==> src/rtl/chop_pkg.sv <==
package chop_pkg;
  typedef enum logic [2:0] {
    ST_IDLE,
    ST_XOVER,
    ST_BLANK,
    ST_ON,
    ST_OFF
  } chop_state_e;

  function automatic int unsigned max3(int unsigned a, int unsigned b, int unsigned c);
    int unsigned m;
    m = (a > b) ? a : b;
    return (m > c) ? m : c;
  endfunction
endpackage

==> src/rtl/chop_cfg.sv <==
module chop_cfg #(
  parameter int unsigned OFF_W   = 8,
  parameter int unsigned BLK_W   = 6,
  parameter int unsigned XO_W    = 4,
  parameter int unsigned OFF_DEF = 64,
  parameter int unsigned BLK_DEF = 8,
  parameter int unsigned XO_DEF  = 4
) (
  input  logic             clk_i,
  input  logic             rst_ni,
  input  logic             idle_i,
  input  logic             we_i,
  input  logic [OFF_W-1:0] off_i,
  input  logic [BLK_W-1:0] blk_i,
  input  logic [XO_W-1:0]  xo_i,
  output logic [OFF_W-1:0] off_o,
  output logic [BLK_W-1:0] blk_o,
  output logic [XO_W-1:0]  xo_o
);
  logic [OFF_W-1:0] off_q;
  logic [BLK_W-1:0] blk_q;
  logic [XO_W-1:0]  xo_q;

  always_ff @(posedge clk_i or negedge rst_ni) begin
    if (!rst_ni) begin
      off_q <= OFF_W'(OFF_DEF);
      blk_q <= BLK_W'(BLK_DEF);
      xo_q  <= XO_W'(XO_DEF);
    end else if (idle_i && we_i) begin
      off_q <= off_i;
      blk_q <= blk_i;
      xo_q  <= xo_i;
    end
  end

  assign off_o = off_q;
  assign blk_o = blk_q;
  assign xo_o  = xo_q;

  // lengths frozen while bridge runs
  p_cfg_hold_r10: assert property (@(posedge clk_i) disable iff (!rst_ni)
    !idle_i |=> ($stable(off_q) && $stable(blk_q) && $stable(xo_q)));
endmodule

==> src/rtl/chop_timer.sv <==
module chop_timer #(
  parameter int unsigned CW = 8
) (
  input  logic          clk_i,
  input  logic          rst_ni,
  input  logic          load_i,
  input  logic [CW-1:0] len_i,
  output logic          done_o
);
  logic [CW-1:0] cnt_q;

  always_ff @(posedge clk_i or negedge rst_ni) begin
    if (!rst_ni)                cnt_q <= '0;
    else if (load_i)            cnt_q <= len_i;
    else if (cnt_q != '0)       cnt_q <= cnt_q - CW'(1);
  end

  // last cycle of an interval; length 0 behaves as 1
  assign done_o = (cnt_q <= CW'(1));
endmodule

==> src/rtl/chop_seq.sv <==
module chop_seq
  import chop_pkg::*;
#(
  parameter int unsigned CW = 8
) (
  input  logic          clk_i,
  input  logic          rst_ni,
  input  logic          en_i,
  input  logic          phase_i,
  input  logic          oc_i,
  input  logic          done_i,
  input  logic [CW-1:0] off_len_i,
  input  logic [CW-1:0] blk_len_i,
  input  logic [CW-1:0] xo_len_i,
  output logic          load_o,
  output logic [CW-1:0] len_o,
  output logic          idle_o,
  output logic          src_on_o,
  output logic          snk_on_o,
  output logic          dir_o,
  output logic          blank_o,
  output logic          off_state_o
);
  chop_state_e state_q, state_d;
  logic        dir_q, dir_d;
  logic        flip;

  assign flip = (phase_i != dir_q);

  always_comb begin
    state_d = state_q;
    dir_d   = dir_q;
    load_o  = 1'b0;
    len_o   = blk_len_i;
    if (!en_i) begin
      state_d = ST_IDLE;
      dir_d   = phase_i;
    end else if (state_q == ST_IDLE) begin
      state_d = ST_BLANK;
      dir_d   = phase_i;
      load_o  = 1'b1;
    end else if (flip) begin
      // abort any interval, drivers off before new direction
      state_d = ST_XOVER;
      dir_d   = phase_i;
      load_o  = 1'b1;
      len_o   = xo_len_i;
    end else begin
      unique case (state_q)
        ST_XOVER: if (done_i) begin
          state_d = ST_BLANK;
          load_o  = 1'b1;
        end
        ST_BLANK: if (done_i) state_d = ST_ON;
        ST_ON: if (oc_i) begin
          state_d = ST_OFF;
          load_o  = 1'b1;
          len_o   = off_len_i;
        end
        ST_OFF: if (done_i) begin
          state_d = ST_BLANK;
          load_o  = 1'b1;
        end
        default: state_d = ST_IDLE;
      endcase
    end
  end

  always_ff @(posedge clk_i or negedge rst_ni) begin
    if (!rst_ni) begin
      state_q <= ST_IDLE;
      dir_q   <= 1'b0;
    end else begin
      state_q <= state_d;
      dir_q   <= dir_d;
    end
  end

  assign idle_o      = (state_q == ST_IDLE);
  assign src_on_o    = (state_q == ST_BLANK) || (state_q == ST_ON);
  assign snk_on_o    = src_on_o || (state_q == ST_OFF);
  assign blank_o     = (state_q == ST_BLANK) || (state_q == ST_XOVER);
  assign off_state_o = (state_q == ST_OFF);
  assign dir_o       = dir_q;

  p_idle_off_r2: assert property (@(posedge clk_i) disable iff (!rst_ni)
    !en_i |=> (!src_on_o && !snk_on_o && !blank_o && !off_state_o));

  p_trip_off_r4: assert property (@(posedge clk_i) disable iff (!rst_ni)
    (en_i && state_q == ST_ON && !flip && oc_i) |=> (off_state_o && snk_on_o && !src_on_o));

  p_no_trip_in_blank_r6: assert property (@(posedge clk_i) disable iff (!rst_ni)
    (en_i && state_q == ST_BLANK && !flip) |=> src_on_o);

  p_flip_dead_r8: assert property (@(posedge clk_i) disable iff (!rst_ni)
    (en_i && !idle_o && flip) |=> (!src_on_o && !snk_on_o && blank_o));

  p_dir_change_dead_r9: assert property (@(posedge clk_i) disable iff (!rst_ni)
    (dir_q != $past(dir_q)) |-> (!src_on_o && !snk_on_o));
endmodule

==> src/rtl/chop_ctrl.sv <==
module chop_ctrl
  import chop_pkg::*;
#(
  parameter int unsigned OFF_W   = 8,
  parameter int unsigned BLK_W   = 6,
  parameter int unsigned XO_W    = 4,
  parameter int unsigned OFF_DEF = 64,
  parameter int unsigned BLK_DEF = 8,
  parameter int unsigned XO_DEF  = 4
) (
  input  logic             clk_i,
  input  logic             rst_ni,
  input  logic             en_i,
  input  logic             phase_i,
  input  logic             oc_i,
  input  logic             cfg_we_i,
  input  logic [OFF_W-1:0] cfg_off_i,
  input  logic [BLK_W-1:0] cfg_blank_i,
  input  logic [XO_W-1:0]  cfg_xover_i,
  output logic             src_on_o,
  output logic             snk_on_o,
  output logic             dir_o,
  output logic             blank_o,
  output logic             off_state_o
);
  localparam int unsigned CW = max3(OFF_W, BLK_W, XO_W);

  logic [OFF_W-1:0] off_len;
  logic [BLK_W-1:0] blk_len;
  logic [XO_W-1:0]  xo_len;
  logic             idle, load, done;
  logic [CW-1:0]    len;

  chop_cfg #(
    .OFF_W(OFF_W), .BLK_W(BLK_W), .XO_W(XO_W),
    .OFF_DEF(OFF_DEF), .BLK_DEF(BLK_DEF), .XO_DEF(XO_DEF)
  ) u_cfg (
    .clk_i (clk_i),
    .rst_ni(rst_ni),
    .idle_i(idle),
    .we_i  (cfg_we_i),
    .off_i (cfg_off_i),
    .blk_i (cfg_blank_i),
    .xo_i  (cfg_xover_i),
    .off_o (off_len),
    .blk_o (blk_len),
    .xo_o  (xo_len)
  );

  chop_timer #(.CW(CW)) u_timer (
    .clk_i (clk_i),
    .rst_ni(rst_ni),
    .load_i(load),
    .len_i (len),
    .done_o(done)
  );

  chop_seq #(.CW(CW)) u_seq (
    .clk_i      (clk_i),
    .rst_ni     (rst_ni),
    .en_i       (en_i),
    .phase_i    (phase_i),
    .oc_i       (oc_i),
    .done_i     (done),
    .off_len_i  (CW'(off_len)),
    .blk_len_i  (CW'(blk_len)),
    .xo_len_i   (CW'(xo_len)),
    .load_o     (load),
    .len_o      (len),
    .idle_o     (idle),
    .src_on_o   (src_on_o),
    .snk_on_o   (snk_on_o),
    .dir_o      (dir_o),
    .blank_o    (blank_o),
    .off_state_o(off_state_o)
  );
endmodule

==> config.mk <==
export PLATFORM = sky130hd
export DESIGN_NAME = chop_ctrl
export DESIGN_NICKNAME = d
export VERILOG_FILES = /design/src/rtl/chop_pkg.sv /design/src/rtl/chop_cfg.sv /design/src/rtl/chop_timer.sv /design/src/rtl/chop_seq.sv /design/src/rtl/chop_ctrl.sv
export SDC_FILE = /design/constraint.sdc
export NUM_CORES = 1
export LEC_CHECK = 0
export ABC_AREA = 0
export ABC_CLOCK_PERIOD_IN_PS = 7900
export BUFFER_PORTS_ARGS = -buffer_cell sky130_fd_sc_hd__buf_4
export CAP_MARGIN = 25
export CORE_AREA = 2 2 63 65
export DETAILED_ROUTE_END_ITERATION = 6
export DIE_AREA = 0 0 65 67
export GPL_ROUTABILITY_DRIVEN = 0
export PLACE_DENSITY = 0.74
export SETUP_SLACK_MARGIN = 0.4
export SLEW_MARGIN = 15
export SYNTH_ARGS = -nofsm -noshare
export SYNTH_HDL_FRONTEND = slang
export SYNTH_HIERARCHICAL = 1
export SYNTH_SLANG_ARGS = --single-unit
==> constraint.sdc <==
create_clock -name clk_i -period 7.9 [get_ports clk_i]
set_input_delay 1.58 -clock clk_i [delete_from_list [all_inputs] [get_ports clk_i]]
set_output_delay 1.58 -clock clk_i [all_outputs]
set_load 0.02 [all_outputs]
## Yosys cells after proc, flatten, opt, wreduce, memory -nomap -nowiden

Cells that the tools add are included.

- Add/sub/neg operators: 1
- Order comparisons: 1
- Equal/unequal tests: 9
- Multiplexer cells: 23
- Reduce and logical (&&, ||, !) cells: 9

Operators by type and width:

| operator | count |
|---|---|
| $mux W8 | 7 |
| $mux W3 | 6 |
| $ne A5 B4 Y1 const B | 2 |
| $pmux W3 S3 | 1 |
| $le A8 B1 Y1 const B | 1 |
| $mux W1 | 8 |
| $reduce_bool A8 Y1 | 1 |
| $sub A8 B1 Y8 const B | 1 |
| $eq A3 B2 Y1 const B | 2 |
| $ne A5 B2 Y1 const B | 1 |
| $eq A3 B1 Y1 const B | 1 |
| $eq A3 B3 Y1 const B | 1 |
| $logic_not A3 Y1 | 1 |
| $logic_or A1 B1 Y1 | 3 |
| $ne A3 B1 Y1 const B | 1 |
| $reduce_and A3 Y1 | 1 |
| $pmux W1 S2 | 1 |
| $reduce_bool A2 Y1 | 1 |
| $reduce_or A2 Y1 | 1 |
| $logic_and A1 B1 Y1 | 1 |
| $ne A1 B1 Y1 | 1 |

- Flip-flop bits (word level): 30
- Input bits: 24
- Logic and storage cells: 49

## Depth between registers and ports, before layout

Gate-level depths: netlist of run 1.

- Depth after elaboration: 7
- Depth in mapped cells: 11

## Hierarchy

Netlist of run 1, hierarchy kept.

Modules (own cells, without submodules):

| module | times used | cells each | area each (µm²) |
|---|---|---|---|
| chop_cfg | 1 | 38 | 725.7 |
| chop_timer | 1 | 55 | 521.8 |
| chop_seq | 1 | 75 | 508.0 |
| chop_ctrl | 1 | 1 | 3.8 |

## Least setup slack after synthesis of run 1

Ideal clock, no wire load.

- Path type: input port to flip-flop
- Start point: input port phase_i
- End point: register u_timer.cnt_q[5]
- Data arrival time: 3.063 ns
- Data required time: 7.814 ns
- Path slack: 4.751 ns
- Stages on the path: 7
- Path buffers: 1
- Path through: xor2_1 > a31oi_1 > a21oi_1 > clkbuf_1 > clkinv_1 > and4_1 > nor3_1

- Longest elaborated chain between the ends: 5

Ends and longest elaborated chain:

| item | RTL line | text |
|---|---|---|
| start: declaration | chop_ctrl.sv:14 | `input logic phase_i,` |
| $ne A1 B1 Y1 (*) | chop_seq.sv:28 | `assign flip = (phase_i != dir_q);` |
| $mux W1 (*) | chop_seq.sv:42 | `end else if (flip) begin` |
| $mux W1 (*) | chop_seq.sv:38 | `end else if (state_q == ST_IDLE) begin` |
| $mux W1 (*) | chop_seq.sv:35 | `if (!en_i) begin` |
| named net load | chop_ctrl.sv:31 | `logic idle, load, done;` |
| $mux W8 / $reduce_bool A2 Y1 (equally long branches) | -- |  |
| end signal: assignment | chop_timer.sv:14 | `else if (load_i) cnt_q <= len_i;` |
| end signal: assignment | chop_timer.sv:15 | `else if (cnt_q != '0) cnt_q <= cnt_q - CW'(1);` |
| end: declaration | chop_timer.sv:10 | `logic [CW-1:0] cnt_q;` |

Mark *: on every way through the listed nets, which the timed path passes. The rest lies on a longest branch.
A chain may end at the register's enable or synchronous reset.

## Final worst setup path of run 1

- Start point: input port phase_i
- End point: register u_timer.cnt_q[7]

The elaborated chain is that of the path after synthesis.

==> impl_metrics.json, run 1 <==
{
  "drc": 0,
  "antennaDiodeCount": 0,
  "rr_worst_depth": 8,
  "end_kind": "flop",
  "syn_inst": 169,
  "port_buffers": 28,
  "syn_area_per_cell_um2": 10.4,
  "drtIter0Drc": 60,
  "final_layout_size_suffix_gt1_share_pct": 30.8,
  "hold_buffers": 0,
  "crit_path_start_kind": "primary input",
  "cts_buffers": 5,
  "cap_violations": 0,
  "yosysSeqAreaShare_pct": 42.9,
  "final_max_slew_viol_count": 0,
  "yosys.area.top_type": "dfrtp_1",
  "routedWlPerCell_um": 14.6,
  "ioPinCount": 29,
  "place_area_um2": 1970,
  "dieArea_um2": 4360,
  "stdcell_area_um2": 2080,
  "synthSimpleGateAreaFrac_pct": 18.8,
  "cp_max_fo": 10,
  "cts_resized": 0,
  "synth.mux.area_fraction_pct": 14.2,
  "vias": 1383,
  "synth_top_family_by_area": "simple AND/OR/NAND/NOR gates",
  "fmax_mhz": 275,
  "cts_setup_buffers": 0,
  "post_synth_xor_area_fraction_pct": 1.49,
  "finClkSkew_ns": 0.00545,
  "grtUsageTotal_pct": 19.6,
  "vias_per_cell": 5.55,
  "yosys.area_share.adder_pct": 1.42,
  "setup_viol_count_final": 0,
  "die_h_um": 67,
  "clkLatencyLatePin_ns": 0.29,
  "final_hold_viol_count": 0,
  "slew-limit-headroom_pct": 32.9,
  "clock_sinks": 30,
  "async_reset_ff_share_pct": 100,
  "synth_top_area_share_pct": 38.4,
  "drt_pass1_iterations": 4,
  "start_util_pct": 48.8,
  "nNetsFinal": 226,
  "timing.final.crit_share_pct": 46.1,
  "cts_tree": "yes",
  "htreeDepth": 2,
  "antenna_found_initial": 0,
  "required_ns": 8.10,
  "grt_pass1_vias": 1385,
  "min_period_ns": 3.64,
  "synth_compound_area_share_pct": 14.9,
  "worstHoldPathCells": 1,
  "drt-total-wl_um": 3650,
  "dp_hpwl_um": 2640,
  "clock_path_buffers": 2,
  "cts-root-buf": "clkbuf_8",
  "power_density_nw_per_um2": 292,
  "netlist_top_cells_area": "dfrtp_1, mux2_4, mux2_2",
  "whs_ns": 0.506,
  "fp.coreArea_um2": 3610,
  "grt_max_degree": 31,
  "synth_edf_count": 0,
  "synth_ff_type": "dfrtp_1",
  "clk_pin_slew_worst_paths_ns": 0.06,
  "yosysMostFrequentCell": "dfrtp_1",
  "rrSetupSlack_ns": 4.37,
  "ir_worst_vdd_mv": 0.175,
  "rsz0062_at_grt": "no",
  "synth_warnings": 6,
  "crit_type": "in -> reg",
  "ant_nets": 0,
  "areaGrowthSynthToFinish_pct": 18.4,
  "synth_area_um2": 1760,
  "core.rowCount": 22,
  "status": "completed",
  "crit_arrival_ns": 3.84,
  "leakagePower_uw": 0.000950,
  "num-fill-cells": 308,
  "yosysUniqueCellTypes": 45,
  "gr-total-overflow": 0,
  "synth_seq_cells": 30,
  "hp-class": "reg -> reg",
  "synth_common_cells": "dfrtp_1, nand2_1, nor2_1",
  "grt_pass1_wl_um": 6420,
  "setup-tns-final_ns": 0,
  "tightest_slew_ns": 0.999,
  "die_x_um": 65
}
-- path summary, 6_finish.rpt --
kind,startpoint,end
max,phase_i,u_timer/cnt_q[7]$_DFFE_PN0P_
min,u_cfg/off_o[5]$_DFFE_PN0P_,u_cfg/off_o[5]$_DFFE_PN0P_
max reg2reg,u_timer/cnt_q[4]$_DFFE_PN0P_,u_timer/cnt_q[7]$_DFFE_PN0P_
min reg2reg,u_cfg/off_o[5]$_DFFE_PN0P_,u_cfg/off_o[5]$_DFFE_PN0P_
max in group asynchronous,rst_ni,u_cfg/off_o[6]$_DFFE_PN1P_
min in group asynchronous,rst_ni,u_timer/cnt_q[7]$_DFFE_PN0P_
-- layout make-up --
| cell class | instances | area, um^2 | area share [%] |
|---|---|---|---|
| inverter | 7 | 26.3 | 1.26 |
| clock inverter | 1 | 30.0 | 1.44 |
| multi-input combinational | 128 | 916 | 44.0 |
| tap | 48 | 60.1 | 2.88 |
| sequential | 30 | 754 | 36.2 |
| timing repair buffer | 28 | 210 | 10.1 |
| clock buffer | 7 | 86.3 | 4.14 |
-- metal layers --
metal | track usage, % | wire length [um]
met5 | 0 | 0
met4 | 7.18 | 61
met3 | 5.07 | 268
met2 | 33.5 | 1840
met1 | 23.8 | 1480
-- cell usage in the layout, fill, tap and decap left out, types with 2 or more instances in the layout --
cell,n
a31oi_1,10
o32ai_1,3
o21ai_0,2
xnor2_1,2
clkbuf_8,6
dfstp_2,3
mux2_4,10
nor2_1,13
a211oi_1,2
nand2_1,23
mux2_2,8
inv_1,6
o31ai_1,2
nor3_1,6
a21oi_1,8
dfrtp_1,27
a2bb2oi_1,2
buf_4,28
conb_1,6
o21a_1,3
nor2b_1,2
and4_1,2
ha_1,2
nor3b_1,2
nand2b_1,3
-- report_power, final --
group	total [uW]	internal, uW	switching [uW]
clock network	160	103	57.3
registers	255	208	47.5
logic	193	98.5	94.6
total	608	409	199
-- state kept, by name, summed over array words and instances (netlist names) --
signal and cells:
u_cfg/xo_o 4, u_timer/cnt_q 8, u_cfg/off_o 8, u_cfg/blk_o 6, u_seq/state_q 3, u_seq/dir_o 1
-- cell families after synthesis --
group / after synthesis
AND/OR/NAND/NOR: 61
AO/OA/AOI/OAI: 37
flip-flops: 30
multiplexers: 19
buffers and inverters: 16
XOR/XNOR: 3
adder cells (fa/ha/maj): 2
other: 1
-- worst max-delay path: stages --
cell,delay (ns)
buf_4,0.12
xor2_1,0.56
a31oi_1,0.09
a21oi_1,0.58
clkinv_1,0.44
and4_1,0.27
nor3_1,0.20
-- metrics by stage --
step | power [uW] | cells | utilization (%) | setup slack (ns)
detailed placement | 448 | 241 | 54.5 | 4.05
global placement | 436 | 241 | 54.5 | 4.14
global route | 647 | 249 | 57.8 | 4.04
CTS | 611 | 249 | 57.8 | 4.34
finish | 608 | 249 | 57.8 | 4.26
floorplan | 398 | 174 | - | 4.75
Power figures use the tool's default switching activity.
==> run 2, diff against run 1 <==
--- a/config.mk
+++ b/config.mk
@@ -5,15 +5,15 @@
 export SDC_FILE = /design/constraint.sdc
 export NUM_CORES = 1
 export LEC_CHECK = 0
-export ABC_AREA = 0
-export ABC_CLOCK_PERIOD_IN_PS = 7900
+export ABC_AREA = 1
+export ABC_CLOCK_PERIOD_IN_PS = 3500
 export BUFFER_PORTS_ARGS = -buffer_cell sky130_fd_sc_hd__buf_4
 export CAP_MARGIN = 25
-export CORE_AREA = 2 2 63 65
+export CORE_AREA = 2 2 65 67
 export DETAILED_ROUTE_END_ITERATION = 6
-export DIE_AREA = 0 0 65 67
+export DIE_AREA = 0 0 67 69
 export GPL_ROUTABILITY_DRIVEN = 0
-export PLACE_DENSITY = 0.74
+export PLACE_DENSITY = 0.73
 export SETUP_SLACK_MARGIN = 0.4
 export SLEW_MARGIN = 15
 export SYNTH_ARGS = -nofsm -noshare
==> constraint.sdc (replaced) <==
create_clock -name clk_i -period 3.5 [get_ports clk_i]
set_input_delay 0.7 -clock clk_i [delete_from_list [all_inputs] [get_ports clk_i]]
set_output_delay 0.7 -clock clk_i [all_outputs]
set_load 0.02 [all_outputs]
==> run 2 against run 1 <==
  * Combinational power grew to 3.7 times the previous value
  * Highest routed layer unchanged
  * Critical path type unchanged
  * Die area grew 6.2%
  * Routed wire length shrank 2.7%
  * Largest cell class unchanged
  * Utilization shrank 2.6 points
  * Cell count grew 34%
  * Global-route usage shrank 2.1 points
  * Flip-flop and latch count is the same
  * Sequential share of layout area shrank 1.3 points
  * Clock-buffer cell count shrank 1
  * Non-clock buffer count grew 1
  * First-iteration DRC count shrank 30%
  * Register-to-register slack lost 3.1 ns
==> impl_metrics.json, run 2 <==
{
  "antenna_found_initial": 0,
  "register_area_um2": 754,
  "power_density_nw_per_um2": 760,
  "die_h_um": 69,
  "cap_violations": 0,
  "clkLatencyLatePin_ns": 0.28,
  "crit_end": "u_timer/cnt_q[4]$_DFFE_PN0P_",
  "fmax_mhz": 440,
  "die_x_um": 67,
  "start_util_pct": 47.6,
  "drtIter0Drc": 42,
  "synth_warnings": 6,
  "rrSetupSlack_ns": 1.23,
  "ioPinCount": 29,
  "yosysUniqueCellTypes": 29,
  "dp_hpwl_um": 2790,
  "syn_inst": 251,
  "setup_viol_count_final": 0,
  "drc": 0,
  "min_period_ns": 2.27,
  "grt_max_degree": 31,
  "cts_resized": 0,
  "crit_type": "in -> reg",
  "routedWlPerCell_um": 10.7,
  "final_max_slew_viol_count": 0,
  "yosysMostFrequentCell": "nand2_1",
  "clock_sinks": 30,
  "multiInputGateArea_um2": 947,
  "syn_area_per_cell_um2": 7.43,
  "ant_nets": 0,
  "fp.coreArea_um2": 3910,
  "layout.cells.most_common_list": "nand2_1, nand3_1, buf_4",
  "gr-total-overflow": 0,
  "hold_buffers": 0,
  "rr_worst_depth": 10,
  "cp_max_fo": 16,
  "finClkSkew_ns": 0.00263,
  "cts_buffers": 5,
  "htreeDepth": 2,
  "grt_pass1_wl_um": 6240,
  "synth_edf_count": 0,
  "drt-total-wl_um": 3550,
  "synth_ff_type": "dfrtp_1",
  "hp-class": "in -> async",
  "netlist_top_cells_area": "dfrtp_1, nand2_1, nand3_1",
  "final_hold_viol_count": 0,
  "setup-tns-final_ns": 0,
  "final_layout_size_suffix_gt1_share_pct": 24.7,
  "vias": 1549,
  "crit_path_start": "phase_i",
  "status": "completed",
  "timing.final.crit_share_pct": 64.9,
  "crit_arrival_ns": 2.44,
  "required_ns": 3.67,
  "cts_setup_buffers": 0,
  "crit_path_start_kind": "primary input",
  "ir_worst_vdd_mv": 0.338,
  "antennaDiodeCount": 0,
  "r2r-end": "u_timer/cnt_q[4]$_DFFE_PN0P_",
  "rsz0062_at_grt": "no",
  "port_buffers": 28,
  "yosysSeqAreaShare_pct": 40.5,
  "synth_common_cells": "nand2_1, nand3_1, dfrtp_1",
  "slew-limit-headroom_pct": 58.7,
  "final_common_cell": "nand2_1",
  "grt_pass1_vias": 1496,
  "num-fill-cells": 392,
  "vias_per_cell": 4.65,
  "nNetsFinal": 308,
  "synth_top_area_share_pct": 36.2,
  "cts-root-buf": "clkbuf_8",
  "grtUsageTotal_pct": 17.5,
  "synth_area_um2": 1860,
  "synth_seq_cells": 30,
  "dieArea_um2": 4620,
  "yosys.area.top_type": "dfrtp_1",
  "tightest_slew_ns": 0.618,
  "total_power_uw": 1640,
  "clock_path_buffers": 2,
  "async_reset_ff_share_pct": 100,
  "drt_pass1_iterations": 4,
  "core.rowCount": 23,
  "cts_tree": "yes",
  "rr_startpoint": "u_seq/state_q[0]$_DFFE_PN0P_",
  "clk_pin_slew_worst_paths_ns": 0.06,
  "leakagePower_uw": 0.00115,
  "areaGrowthSynthToFinish_pct": 15.8,
  "end_kind": "flop"
}
-- run 2: through the flow --
stage	hold WS (ns)	cells	utilization, %	cell area, um^2	setup WS, ns
3_5_place_dp	0.455	325	52.7	2060	0.927
5_1_grt	0.357	333	55.2	2160	0.984
4_1_cts	0.341	333	55.2	2160	1.22
6_report	0.330	333	55.2	2160	1.23
2_1_floorplan	0.404	256	-	1880	1.56
3_3_place_gp	0.454	325	52.7	2060	0.967
-- run 2: critical path: stages --
cell and delay [ns]:
buf_4 0.12, xor2_1 0.49, inv_1 0.33, nand2_2 0.15, nand2_4 0.12, nand2_1 0.08, o21ai_1 0.05, or2_2 0.29
nand2_1 0.06, a21oi_1 0.04
-- run 2: worst min-delay path by stage --
stage | startpoint | end | slack, ns | cells past startpoint
2_1_floorplan | rst_ni | u_cfg/blk_o[0]$_DFFE_PN0P_ | 0.40 | 0
3_3_place_gp | u_cfg/off_o[1]$_DFFE_PN0P_ | u_cfg/off_o[1]$_DFFE_PN0P_ | 0.45 | 2
4_1_cts | rst_ni | u_seq/state_q[2]$_DFFE_PN0P_ | 0.34 | 1
3_5_place_dp | u_cfg/off_o[5]$_DFFE_PN0P_ | u_cfg/off_o[5]$_DFFE_PN0P_ | 0.46 | 2
5_1_grt | rst_ni | u_cfg/off_o[5]$_DFFE_PN0P_ | 0.36 | 1
6_report | rst_ni | u_seq/state_q[2]$_DFFE_PN0P_ | 0.33 | 1
-- run 2: cells by family after synthesis --
family          after synthesis  share of synthesized area [%]
compound gates               30                           8.52
simple gates                154                           38.8
xor+xnor                      2                          0.940
other cells                   1                          0.201
flops                        30                           40.5
buf+inv                      32                           9.73
fa+ha+maj                     2                           1.34
-- run 2: metal layers --
layer | share of wire (%) | GRT usage, % | vias up | wire (um)
li1 | - | - | 853 | -
met1 | 47 | 21.0 | 664 | 1650
met2 | 48 | 29.5 | 28 | 1720
met3 | 3.8 | 4.73 | 4 | 136
met4 | 1.0 | 6.58 | 0 | 36
met5 | 0 | 0 | - | 0
-- run 2: layout make-up --
| cell class | count | area share (%) |
|---|---|---|
| inverters | 22 | 3.82 |
| multi-input cells | 194 | 43.9 |
| well taps | 50 | 2.90 |
| flip-flops and latches | 30 | 34.9 |
| repair buffers | 29 | 10.1 |
| clock buffers | 6 | 3.82 |
| clock inverters | 2 | 0.579 |
-- run 2: power by group --
part | leakage [uW] | internal (uW) | switching [uW]
logic | 0.000737 | 275 | 439
registers | 0.000361 | 523 | 119
clock network | 0.0000472 | 158 | 130
